--- config.mk ---
export PLATFORM = sky130hd
export DESIGN_NAME = pfx_adder
export DESIGN_NICKNAME = d
export VERILOG_FILES = /design/src/rtl/pfx_adder_pkg.sv /design/src/rtl/pfx_leaf.sv /design/src/rtl/pfx_tree.sv /design/src/rtl/pfx_sum.sv /design/src/rtl/pfx_adder.sv
export SDC_FILE = /design/constraint.sdc
export NUM_CORES = 1
export LEC_CHECK = 0
export ABC_CLOCK_PERIOD_IN_PS = 3800
export BUFFER_PORTS_ARGS = -buffer_cell sky130_fd_sc_hd__buf_2
export CORE_UTILIZATION = 30
export DETAILED_ROUTE_END_ITERATION = 6
export SETUP_SLACK_MARGIN = 0.15
export SYNTH_ARGS = -nofsm -noshare
export SYNTH_HDL_FRONTEND = slang
export SYNTH_SLANG_ARGS = --single-unit
--- constraint.sdc ---
create_clock -name vclk -period 3.8
set_input_delay 0.57 -clock vclk [all_inputs]
set_output_delay 0.57 -clock vclk [all_outputs]
set_load 0.05 [all_outputs]
--- src/rtl/pfx_adder_pkg.sv ---
package pfx_adder_pkg;

    typedef enum logic {
        ENC_GP  = 1'b0,
        ENC_MUX = 1'b1
    } pfx_enc_e;

    typedef enum logic {
        SUM_LOOKAHEAD = 1'b0,
        SUM_SELECT    = 1'b1
    } sum_mode_e;

    // GP encoding : x = group generate, y = group propagate
    // MUX encoding: x = group carry for incoming 0, y = for incoming 1
    typedef struct packed {
        logic x;
        logic y;
    } pfx_pair_t;

    function automatic pfx_pair_t pair_leaf(pfx_enc_e enc, logic a, logic b);
        pfx_pair_t r;
        if (enc == ENC_GP) begin
            r.x = a & b;
            r.y = a ^ b;
        end else begin
            r.x = a & b;
            r.y = a | b;
        end
        return r;
    endfunction

    function automatic pfx_pair_t pair_seed(pfx_enc_e enc, logic cin);
        pfx_pair_t r;
        r.x = cin;
        r.y = (enc == ENC_GP) ? 1'b0 : cin;
        return r;
    endfunction

    function automatic pfx_pair_t pair_join(pfx_enc_e enc, pfx_pair_t hi, pfx_pair_t lo);
        pfx_pair_t r;
        if (enc == ENC_GP) begin
            r.x = hi.x | (hi.y & lo.x);
            r.y = hi.y & lo.y;
        end else begin
            r.x = lo.x ? hi.y : hi.x;
            r.y = lo.y ? hi.y : hi.x;
        end
        return r;
    endfunction

endpackage

--- src/rtl/pfx_leaf.sv ---
module pfx_leaf
    import pfx_adder_pkg::*;
#(
    parameter int       WIDTH = 32,
    parameter pfx_enc_e ENC   = ENC_GP
) (
    input  logic [WIDTH-1:0]  a_i,
    input  logic [WIDTH-1:0]  b_i,
    input  logic              cin_i,
    output pfx_pair_t [WIDTH:0] pair_o,
    output logic [WIDTH-1:0]  half_o
);

    assign pair_o[0] = pair_seed(ENC, cin_i);

    for (genvar i = 0; i < WIDTH; i++) begin : g_bit
        assign pair_o[i+1] = pair_leaf(ENC, a_i[i], b_i[i]);
        assign half_o[i]   = a_i[i] ^ b_i[i];

        if (ENC == ENC_GP) begin : g_chk
            always_comb begin
                // a bit cannot both generate and propagate
                a_r1_leaf_exclusive: assert (!(pair_o[i+1].x && pair_o[i+1].y))
                    else $error("leaf %0d generates and propagates", i);
            end
        end
    end

endmodule

--- src/rtl/pfx_tree.sv ---
module pfx_tree
    import pfx_adder_pkg::*;
#(
    parameter int       WIDTH = 32,
    parameter pfx_enc_e ENC   = ENC_GP
) (
    input  pfx_pair_t [WIDTH:0] leaf_i,
    output logic [WIDTH:0]      carry_o
);

    localparam int NPOS = WIDTH + 1;
    localparam int LVLS = (NPOS > 1) ? $clog2(NPOS) : 1;

    pfx_pair_t [WIDTH:0] stage [0:LVLS];

    assign stage[0] = leaf_i;

    for (genvar l = 0; l < LVLS; l++) begin : g_lvl
        for (genvar j = 0; j < NPOS; j++) begin : g_pos
            if (((j >> l) & 1) == 1) begin : g_node
                localparam int SRC = ((j >> (l + 1)) << (l + 1)) + (1 << l) - 1;
                assign stage[l+1][j] = pair_join(ENC, stage[l][j], stage[l][SRC]);
            end else begin : g_pass
                assign stage[l+1][j] = stage[l][j];
            end
        end
    end

    for (genvar j = 0; j < NPOS; j++) begin : g_out
        assign carry_o[j] = stage[LVLS][j].x;

        if (ENC == ENC_GP) begin : g_chk_gp
            always_comb begin
                // groups reaching the carry input never propagate
                a_r1_group_prop_clear: assert (stage[LVLS][j].y == 1'b0)
                    else $error("position %0d still propagates", j);
            end
        end else begin : g_chk_mux
            always_comb begin
                // both carry candidates agree once the carry input is folded in
                a_r3_pair_resolved: assert (stage[LVLS][j].x == stage[LVLS][j].y)
                    else $error("position %0d carry pair unresolved", j);
            end
        end
    end

endmodule

--- src/rtl/pfx_sum.sv ---
module pfx_sum
    import pfx_adder_pkg::*;
#(
    parameter int        WIDTH    = 32,
    parameter sum_mode_e SUM_MODE = SUM_LOOKAHEAD
) (
    input  logic [WIDTH-1:0] half_i,
    input  logic [WIDTH-1:0] carry_i,
    output logic [WIDTH-1:0] sum_o
);

    if (SUM_MODE == SUM_LOOKAHEAD) begin : g_la
        assign sum_o = half_i ^ carry_i;
    end else begin : g_sel
        logic [WIDTH-1:0] cand0;
        logic [WIDTH-1:0] cand1;
        assign cand0 = half_i;
        assign cand1 = ~half_i;
        for (genvar i = 0; i < WIDTH; i++) begin : g_mux
            assign sum_o[i] = carry_i[i] ? cand1[i] : cand0[i];
        end
    end

endmodule

--- src/rtl/pfx_adder.sv ---
module pfx_adder
    import pfx_adder_pkg::*;
#(
    parameter int        WIDTH    = 32,
    parameter pfx_enc_e  ENC      = ENC_GP,
    parameter sum_mode_e SUM_MODE = SUM_LOOKAHEAD
) (
    input  logic [WIDTH-1:0] a_i,
    input  logic [WIDTH-1:0] b_i,
    input  logic             cin_i,
    output logic [WIDTH-1:0] sum_o,
    output logic             cout_o
);

    pfx_pair_t [WIDTH:0] leaf_pairs;
    logic [WIDTH-1:0]    half;
    logic [WIDTH:0]      carries;

    pfx_leaf #(.WIDTH(WIDTH), .ENC(ENC)) u_leaf (
        .a_i    (a_i),
        .b_i    (b_i),
        .cin_i  (cin_i),
        .pair_o (leaf_pairs),
        .half_o (half)
    );

    pfx_tree #(.WIDTH(WIDTH), .ENC(ENC)) u_tree (
        .leaf_i  (leaf_pairs),
        .carry_o (carries)
    );

    pfx_sum #(.WIDTH(WIDTH), .SUM_MODE(SUM_MODE)) u_sum (
        .half_i  (half),
        .carry_i (carries[WIDTH-1:0]),
        .sum_o   (sum_o)
    );

    assign cout_o = carries[WIDTH];

    always_comb begin
        // ports agree with an arithmetic sum
        a_r6_exact_sum: assert ({cout_o, sum_o} ==
                                ({1'b0, a_i} + {1'b0, b_i} + {{WIDTH{1'b0}}, cin_i}))
            else $error("sum mismatch");
    end

endmodule

# Word level (Yosys, flattened, before mapping)
# Cells that the tools add are included.
[word_totals] ff_bits=0 latchBits=0 ram_bits=0 rom_bits=0 in_bits=65 word_cells=276 memories=0
[op_classes] add_sub_neg=0 multipliers=0 div=0 n_lt_le_gt_ge=0 n_eq_ne=0 shifts=0 muxes=0 bitwise=276 reduce_logical=0
[ops] operator="$and A1 B1 Y1" n=162
[ops] operator="$or A1 B1 Y1" n=81
[ops] operator="$xor A1 B1 Y1" n=32
[ops] operator="$xor A32 B32 Y32" n=1

# Longest topological paths before layout
# Gate-level depths: netlist of the first run.
[depth] ltp_word=13 ltp_mapped=11 ltp_nobuf=11

# Modules after synthesis
# Synthesis of the first run repeated with hierarchy kept, for this count alone.
[hier_totals] hier_cells=217 hier_area_um2=1645.3
[modules_own_cells] mod="pfx_tree" instances=1 cells_each=118 area_each_um2=705.7 seq_area_each_um2=0.0
[modules_own_cells] mod="pfx_leaf" instances=1 cells_each=67 area_each_um2=659.4 seq_area_each_um2=0.0
[modules_own_cells] mod="pfx_sum" instances=1 cells_each=32 area_each_um2=280.3 seq_area_each_um2=0.0

# Worst setup path after synthesis of the first run
# No wires, ideal clock.
[synth_path] path_type="input-to-output" start="in a_i[0]" end="out sum_o[22]" t_arrival_ns=3.223 t_required_ns=3.230 path_slack_ns=0.007 cell_stages=9 cell_sequence="inv_1 -> fa_1 -> nand2b_1 -> a211oi_2 -> nor2_1 -> o31a_1 -> or3_4 -> a31oi_2 -> xor2_1"
[synth_via] elab_chain_cells=12 elab_cells_between_ends=13 cone_classes="13 x bitwise"
[synth_rtl] element="from (decl)" line_no="pfx_adder.sv:8" text="input logic [WIDTH-1:0] a_i,"
[synth_rtl] element="$xor A1 B1 Y1" line_no="pfx_adder_pkg.sv:24" text="r.y = a ^ b;"
[synth_rtl] element="$and A1 B1 Y1" line_no="pfx_adder_pkg.sv:42" text="r.x = hi.x | (hi.y & lo.x);"
[synth_rtl] element="$or A1 B1 Y1 (*)" line_no="pfx_adder_pkg.sv:42"
[synth_rtl] element="$and A1 B1 Y1 (*)" line_no="pfx_adder_pkg.sv:42"
[synth_rtl] element="$or A1 B1 Y1 (*)" line_no="pfx_adder_pkg.sv:42"
[synth_rtl] element="$and A1 B1 Y1 (*)" line_no="pfx_adder_pkg.sv:42"
[synth_rtl] element="$or A1 B1 Y1 (*)" line_no="pfx_adder_pkg.sv:42"
[synth_rtl] element="$and A1 B1 Y1 (*)" line_no="pfx_adder_pkg.sv:42"
[synth_rtl] element="$or A1 B1 Y1 (*)" line_no="pfx_adder_pkg.sv:42"
[synth_rtl] element="$and A1 B1 Y1 (*)" line_no="pfx_adder_pkg.sv:42"
[synth_rtl] element="$or A1 B1 Y1 (*)" line_no="pfx_adder_pkg.sv:42"
[synth_rtl] element="$xor A32 B32 Y32 (*)" line_no="pfx_sum.sv:13" text="assign sum_o = half_i ^ carry_i;"
[synth_rtl] element="to (decl)" line_no="pfx_adder.sv:11" text="output logic [WIDTH-1:0] sum_o,"
# Every way passes the cells marked *; elsewhere a longest branch is shown, timed or not.

# Worst setup path in the final report of the first run
[layout_path] start="in a_i[22]" end="out sum_o[31]"
[layout_via] elab_chain_cells=9 elab_cells_between_ends=17 cone_classes="17 x bitwise"
[layout_rtl] element="$xor A1 B1 Y1" line_no="pfx_adder_pkg.sv:24"
[layout_rtl] element="$and A1 B1 Y1 (on tied branches)" line_no="pfx_adder_pkg.sv:42, pfx_adder_pkg.sv:43"
[layout_rtl] element="$or A1 B1 Y1, or another cell as far along" line_no="pfx_adder_pkg.sv:42"
[layout_rtl] element="$or A1 B1 Y1 or $and A1 B1 Y1 (tied branches)" line_no="pfx_adder_pkg.sv:42"
[layout_rtl] element="$or A1 B1 Y1" line_no="pfx_adder_pkg.sv:42"
[layout_rtl] element="$and A1 B1 Y1" line_no="pfx_adder_pkg.sv:42"
[layout_rtl] element="$or A1 B1 Y1" line_no="pfx_adder_pkg.sv:42"
[layout_rtl] element="$or A1 B1 Y1 (*)" line_no="pfx_adder_pkg.sv:42"
[layout_rtl] element="$xor A32 B32 Y32 (*)" line_no="pfx_sum.sv:13"
# Marks and branches as above.

==> results of run 1 <==
cell type report:
type | instances | area (sq um) | area share (%)
well taps | 50 | 62.6 | 2.99
multi-input cells | 157 | 1350 | 64.6
inverters | 20 | 78.8 | 3.76
repair buffers | 110 | 599 | 28.6
timing repair:
action	4_1_cts	5_1_grt
hold buffers	0	0
gates cloned	0	0
buffers inserted	2	0
pin swaps	8	3
endpoints found under the setup margin	1	4
resized for setup	9	7
tightest hold or removal path, delay by kind of cell:
family / cells / cell delay [ns]
adder cells (fa/ha/maj): 1 / 0.14
buffers and inverters: 2 / 0.35
final timing paths:
kind                     from         to  slack, ns  cells past startpoint
worst max-delay path  a_i[22]  sum_o[31]       0.21                     11
worst min-delay path   b_i[7]   sum_o[7]       1.64                      3
routing by layer:
| metal | global-route usage, % | up-vias |
|---|---|---|
| li1 | - | 853 |
| met1 | 20.0 | 668 |
| met2 | 24.8 | 68 |
| met3 | 1.15 | 0 |
| met4 | 0 | 0 |
| met5 | 0 | - |
Yosys cell counts (2+ instances only):
library cell / count
xnor2_1: 11
o21ai_0: 10
nand2b_1: 6
ha_1: 30
o21a_1: 3
inv_1: 20
xor2_1: 13
nor2_1: 8
a21o_1: 3
o22ai_1: 2
nand3_1: 4
fa_1: 6
nor3_1: 3
nor2b_1: 2
o31ai_1: 2
nand4_1: 2
or3_1: 2
a21oi_1: 22
nand2_1: 10
a31oi_1: 2
power groups by stage:
stage | Clock [mW] | Sequential [mW] | Combinational (mW)
4_1_cts | 0 | 0 | 0.644
3_3_place_gp | 0 | 0 | 0.629
5_1_grt | 0 | 0 | 0.700
3_5_place_dp | 0 | 0 | 0.630
2_1_floorplan | 0 | 0 | 0.480
6_report | 0 | 0 | 0.649
per-stage QoR:
stage                     cells  instance area (sq um)  setup WS [ns]  util, %  hold slack (ns)
after global routing        337                   2090          0.144     50.5             1.66
after CTS                   337                   2050          0.159     49.6             1.65
after global placement      335                   2010         0.0574     48.5             1.65
final                       337                   2090          0.211     50.5             1.64
after floorplan             177                   1380          0.175        -             1.52
after detailed placement    335                   2010         0.0270     48.5             1.65
kinds of logic after synthesis:
| logic type | count (synthesis) | synth area share [%] |
|---|---|---|
| buffers and inverters | 20 | 5.58 |
| AO/OA/AOI/OAI | 54 | 25.3 |
| XOR/XNOR | 24 | 15.6 |
| AND/OR/NAND/NOR | 43 | 16.7 |
| adder cells (fa/ha/maj) | 36 | 36.8 |
==> flow_metrics.tcl, run 1 <==
set metrics [dict create \
    status "complete, no violations" \
    dieArea_sq_um 4760 \
    cp_top_family "adder cells" \
    io_pins 98 \
    cp-end-kind "primary output" \
    ant_nets 0 \
    synth_warnings 0 \
    drc 0 \
    p_int_uw 205 \
    n_antenna_cell 0 \
    finalPower_uw 649 \
    cp_slowest_stage_delay_ns 0.53 \
    yosysUniqueCellTypes 36 \
    p_per_area_nw_per_um2 310 \
    rsz0062_at_grt "no" \
    fp.dieW_um 69.0 \
    final_nets 390 \
    vias 1589 \
    setup_viol 0 \
    drt_iter0_markers 51 \
    top_layer "met3" \
    cp.arrival_ns 3.02 \
    clkPwrFrac_pct 0 \
    first_global_vias 1396 \
    initial_core_util_pct 32.5 \
    wl_met1_um 1680 \
    antenna_found_initial 0 \
    syn_to_final_growth_pct 55.6 \
    rows 23 \
    power.leakage_nw 1.11 \
    post-route-period-util_pct 94.4 \
    wl_per_cell_um 10.8 \
    comb_power_share_pct 100.0 \
    cp.required_ns 3.23 \
    syn_avg_cell_area_sq_um 7.61 \
    die_h_um 69.0 \
    synth_area_leader_cell "ha_1" \
    start_kind "input port" \
    place_congestion 0.768 \
    gr-total-overflow 0 \
    final_common_cell "buf_2" \
    ys_seq_area_share_pct 0 \
    irDropWorstVdd_mv 0.136 \
    hold_viol_final 0 \
    crit_buf_inv 3 \
    setup_tns_ns 0 \
    final_cell_mix "95 x buf_2, 28 x ha_1, 21 x a21oi_1" \
    grt_max_degree 7 \
    yosys-top-cells-area "ha_1 28%, fa_1 8.9%, xor2_1 8.5%, a21oi_1 8.2%, xnor2_1 7.2%" \
    finalMaxSlewViolations 0 \
    dr_wl_met3_um 283 \
    numPortBuffers 98 \
    design.seq.count 0 \
    syn_inst 177 \
    net-switching-power_uw 444 \
    via_per_inst 4.72 \
    yosys.area.top_type_share_pct 27.9 \
    slew_headroom_pct 80.3 \
    fillCellCount 411 \
    slowest_stage "fa_1" \
    dp_hpwl_um 3190 \
    synth_area_sq_um 1350 \
    first_pass_iters 4 \
    max_freq_mhz 279 \
    critical_path_class "input port to primary output" \
    clock_buffers 0 \
    hold_path_class "input port to primary output" \
    core_sq_um 4140 \
    grtUsageTotal_pct 14.2 \
    swShare_pct 68.4 \
    drt_wl_total_um 3640 \
    cp_max_fo 2 \
    crit_chain "buf_2, ha_1, and3_4, nand4_1, or4_4, o21ba_4, o21ai_1, a21oi_1, fa_1, clkinvlp_4, buf_8" \
    drive_gt1_share_pct 45.3 \
    worst_pin_slew_ns 0.292 \
    seq_power_share_pct 0 \
    period_needed_ns 3.59 \
    syn_nets 278 \
    max_cap_viol_count 0 \
    seq_area_sq_um 0 \
    grt_pass1_wl_um 5470 \
    wl_met2_um 1680 \
]
No activity file was read; power rests on OpenSTA's default activity.
==> run 2: changes to the inputs <==
Settings changed: ABC_CLOCK_PERIOD_IN_PS 3800 to 3550.
Clock period 3.8 ns to 3.55 ns, I/O delays scaled along.
==> run 2 against run 1 <==
Critical path depth up 2. Cell count up 2.4%. Clock-buffer cell count unchanged. Via count up 3.7%. Hold slack worse by 0.069 ns. Final area up 9.2%. Critical endpoint unchanged. Largest cell class unchanged. Largest power group unchanged.
==> flow_metrics.tcl, run 2 (same netlist as run 1, synthesis figures left out) <==
set metrics [dict create \
    cp.required_ns 3.02 \
    setup_ws_ns 0.104 \
    clock_buffers 0 \
    irDropWorstVdd_mv 0.203 \
    start_kind "input port" \
    slew_headroom_pct 76.7 \
    place_congestion 0.810 \
    max_cap_viol_count 0 \
    finalMaxSlewViolations 0 \
    n_antenna_cell 0 \
    drt_wl_total_um 3680 \
    initial_core_util_pct 32.5 \
    first_pass_iters 4 \
    fillCellCount 404 \
    setup_viol 0 \
    swShare_pct 65.6 \
    ant_nets 0 \
    p_per_area_nw_per_um2 331 \
    post-route-period-util_pct 97.1 \
    cp_slowest_stage_delay_ns 0.53 \
    antenna_found_initial 0 \
    drive_gt1_share_pct 50.5 \
    drt_iter0_markers 29 \
    worst_pin_slew_ns 0.346 \
    first_global_vias 1414 \
    rows 23 \
    clkPwrFrac_pct 0 \
    die_h_um 69.0 \
    dieArea_sq_um 4760 \
    comb_power_share_pct 100.0 \
    placed_area_sq_um 2140 \
    grtUsageTotal_pct 14.6 \
    critical_path_class "input port to primary output" \
    numPortBuffers 98 \
    period_needed_ns 3.45 \
    gr-total-overflow 0 \
    net-switching-power_uw 496 \
    hold_viol_final 0 \
    status "complete, no violations" \
    crit_chain "buf_8, inv_8, fa_2, nand2b_4, a211oi_2, nor2_1, o31a_1, o21ba_4, o21ai_2, a21oi_2, fa_1, clkinvlp_4, buf_6" \
    syn_to_final_growth_pct 69.9 \
    grt_max_degree 7 \
    hold_path_class "input port to primary output" \
    vias 1647 \
    via_per_inst 4.77 \
    fp.dieW_um 69.0 \
    io_pins 98 \
    grt_pass1_wl_um 5580 \
    final_cell_mix "87 x buf_2, 28 x ha_1, 23 x buf_4" \
    cp_max_fo 2 \
    p_int_uw 260 \
    final_common_cell "buf_2" \
    wl_per_cell_um 10.7 \
    dpl_worst_slack_ns -0.102 \
    core_sq_um 4140 \
    seq_power_share_pct 0 \
    design.seq.count 0 \
    finish.instance_area_sq_um 2290 \
    slowest_stage "fa_1" \
    dp_hpwl_um 3320 \
    max_freq_mhz 290 \
    final_nets 398 \
    rsz0062_at_grt "yes" \
    cts_hold_buf 0 \
    power.leakage_nw 1.19 \
    seq_area_sq_um 0 \
    cp.arrival_ns 2.91 \
    cp-end-kind "primary output" \
    drc 0 \
]
run 2: cell types whose count changed in the layout (fill, tap and decap cells not counted), sizes merged:
| cell | delta |
|---|---|
| buf | +7 |
| clkbuf | +1 |
run 2: worst max-delay path, delay by kind of cell:
kind,cells,cell delay [ns]
adders and majority gates,2,0.91
AOI/OAI and AO/OA,5,0.88
buffers and inverters,4,0.34
and+or+nand+nor,2,0.25
run 2: layout make-up:
class	count	area, sq um	area share, %
inverter	20	86.3	3.77
multi-input combinational	157	1440	63.0
timing repair buffer	118	698	30.5
tap	50	62.6	2.74
run 2: power groups by stage:
stage	Clock [mW]	Sequential, mW	Combinational, mW
2_1_floorplan	0	0	0.534
3_3_place_gp	0	0	0.706
3_5_place_dp	0	0	0.708
4_1_cts	0	0	0.732
5_1_grt	0	0	0.808
6_report	0	0	0.756
run 2: layer usage:
layer | vias up | global-route usage, % | routed length (um) | share of wire [%]
met3 | 0 | 0.493 | 195 | 5.3
met4 | 0 | 0 | 0 | 0
met5 | - | 0 | 0 | 0
met1 | 728 | 18.8 | 1640 | 44
li1 | 866 | - | - | -
met2 | 53 | 28.0 | 1850 | 50
run 2: path summary, 6_finish.rpt:
kind	slack (ns)	start	depth (start not counted)	end
setup / recovery	0.10	cin_i	13	sum_o[31]
hold / removal	1.57	b_i[2]	4	sum_o[2]
run 2: timing repair:
action                     CTS  global route
setup endpoints to repair    9            11
resized for setup           13            24
pin swaps                    5             6
setup buffers                1             2
run 2: per-stage QoR:
stage          TNS [ns]  cells  total power [mW]  hold WS, ns  util, %
2_1_floorplan         0    177             0.534         1.36        -
3_3_place_gp     -0.142    342             0.706         1.57     51.8
3_5_place_dp     -0.192    342             0.708         1.58     51.8
4_1_cts               0    343             0.732         1.58     53.1
5_1_grt               0    345             0.808         1.61     55.2
6_report              0    345             0.756         1.57     55.2
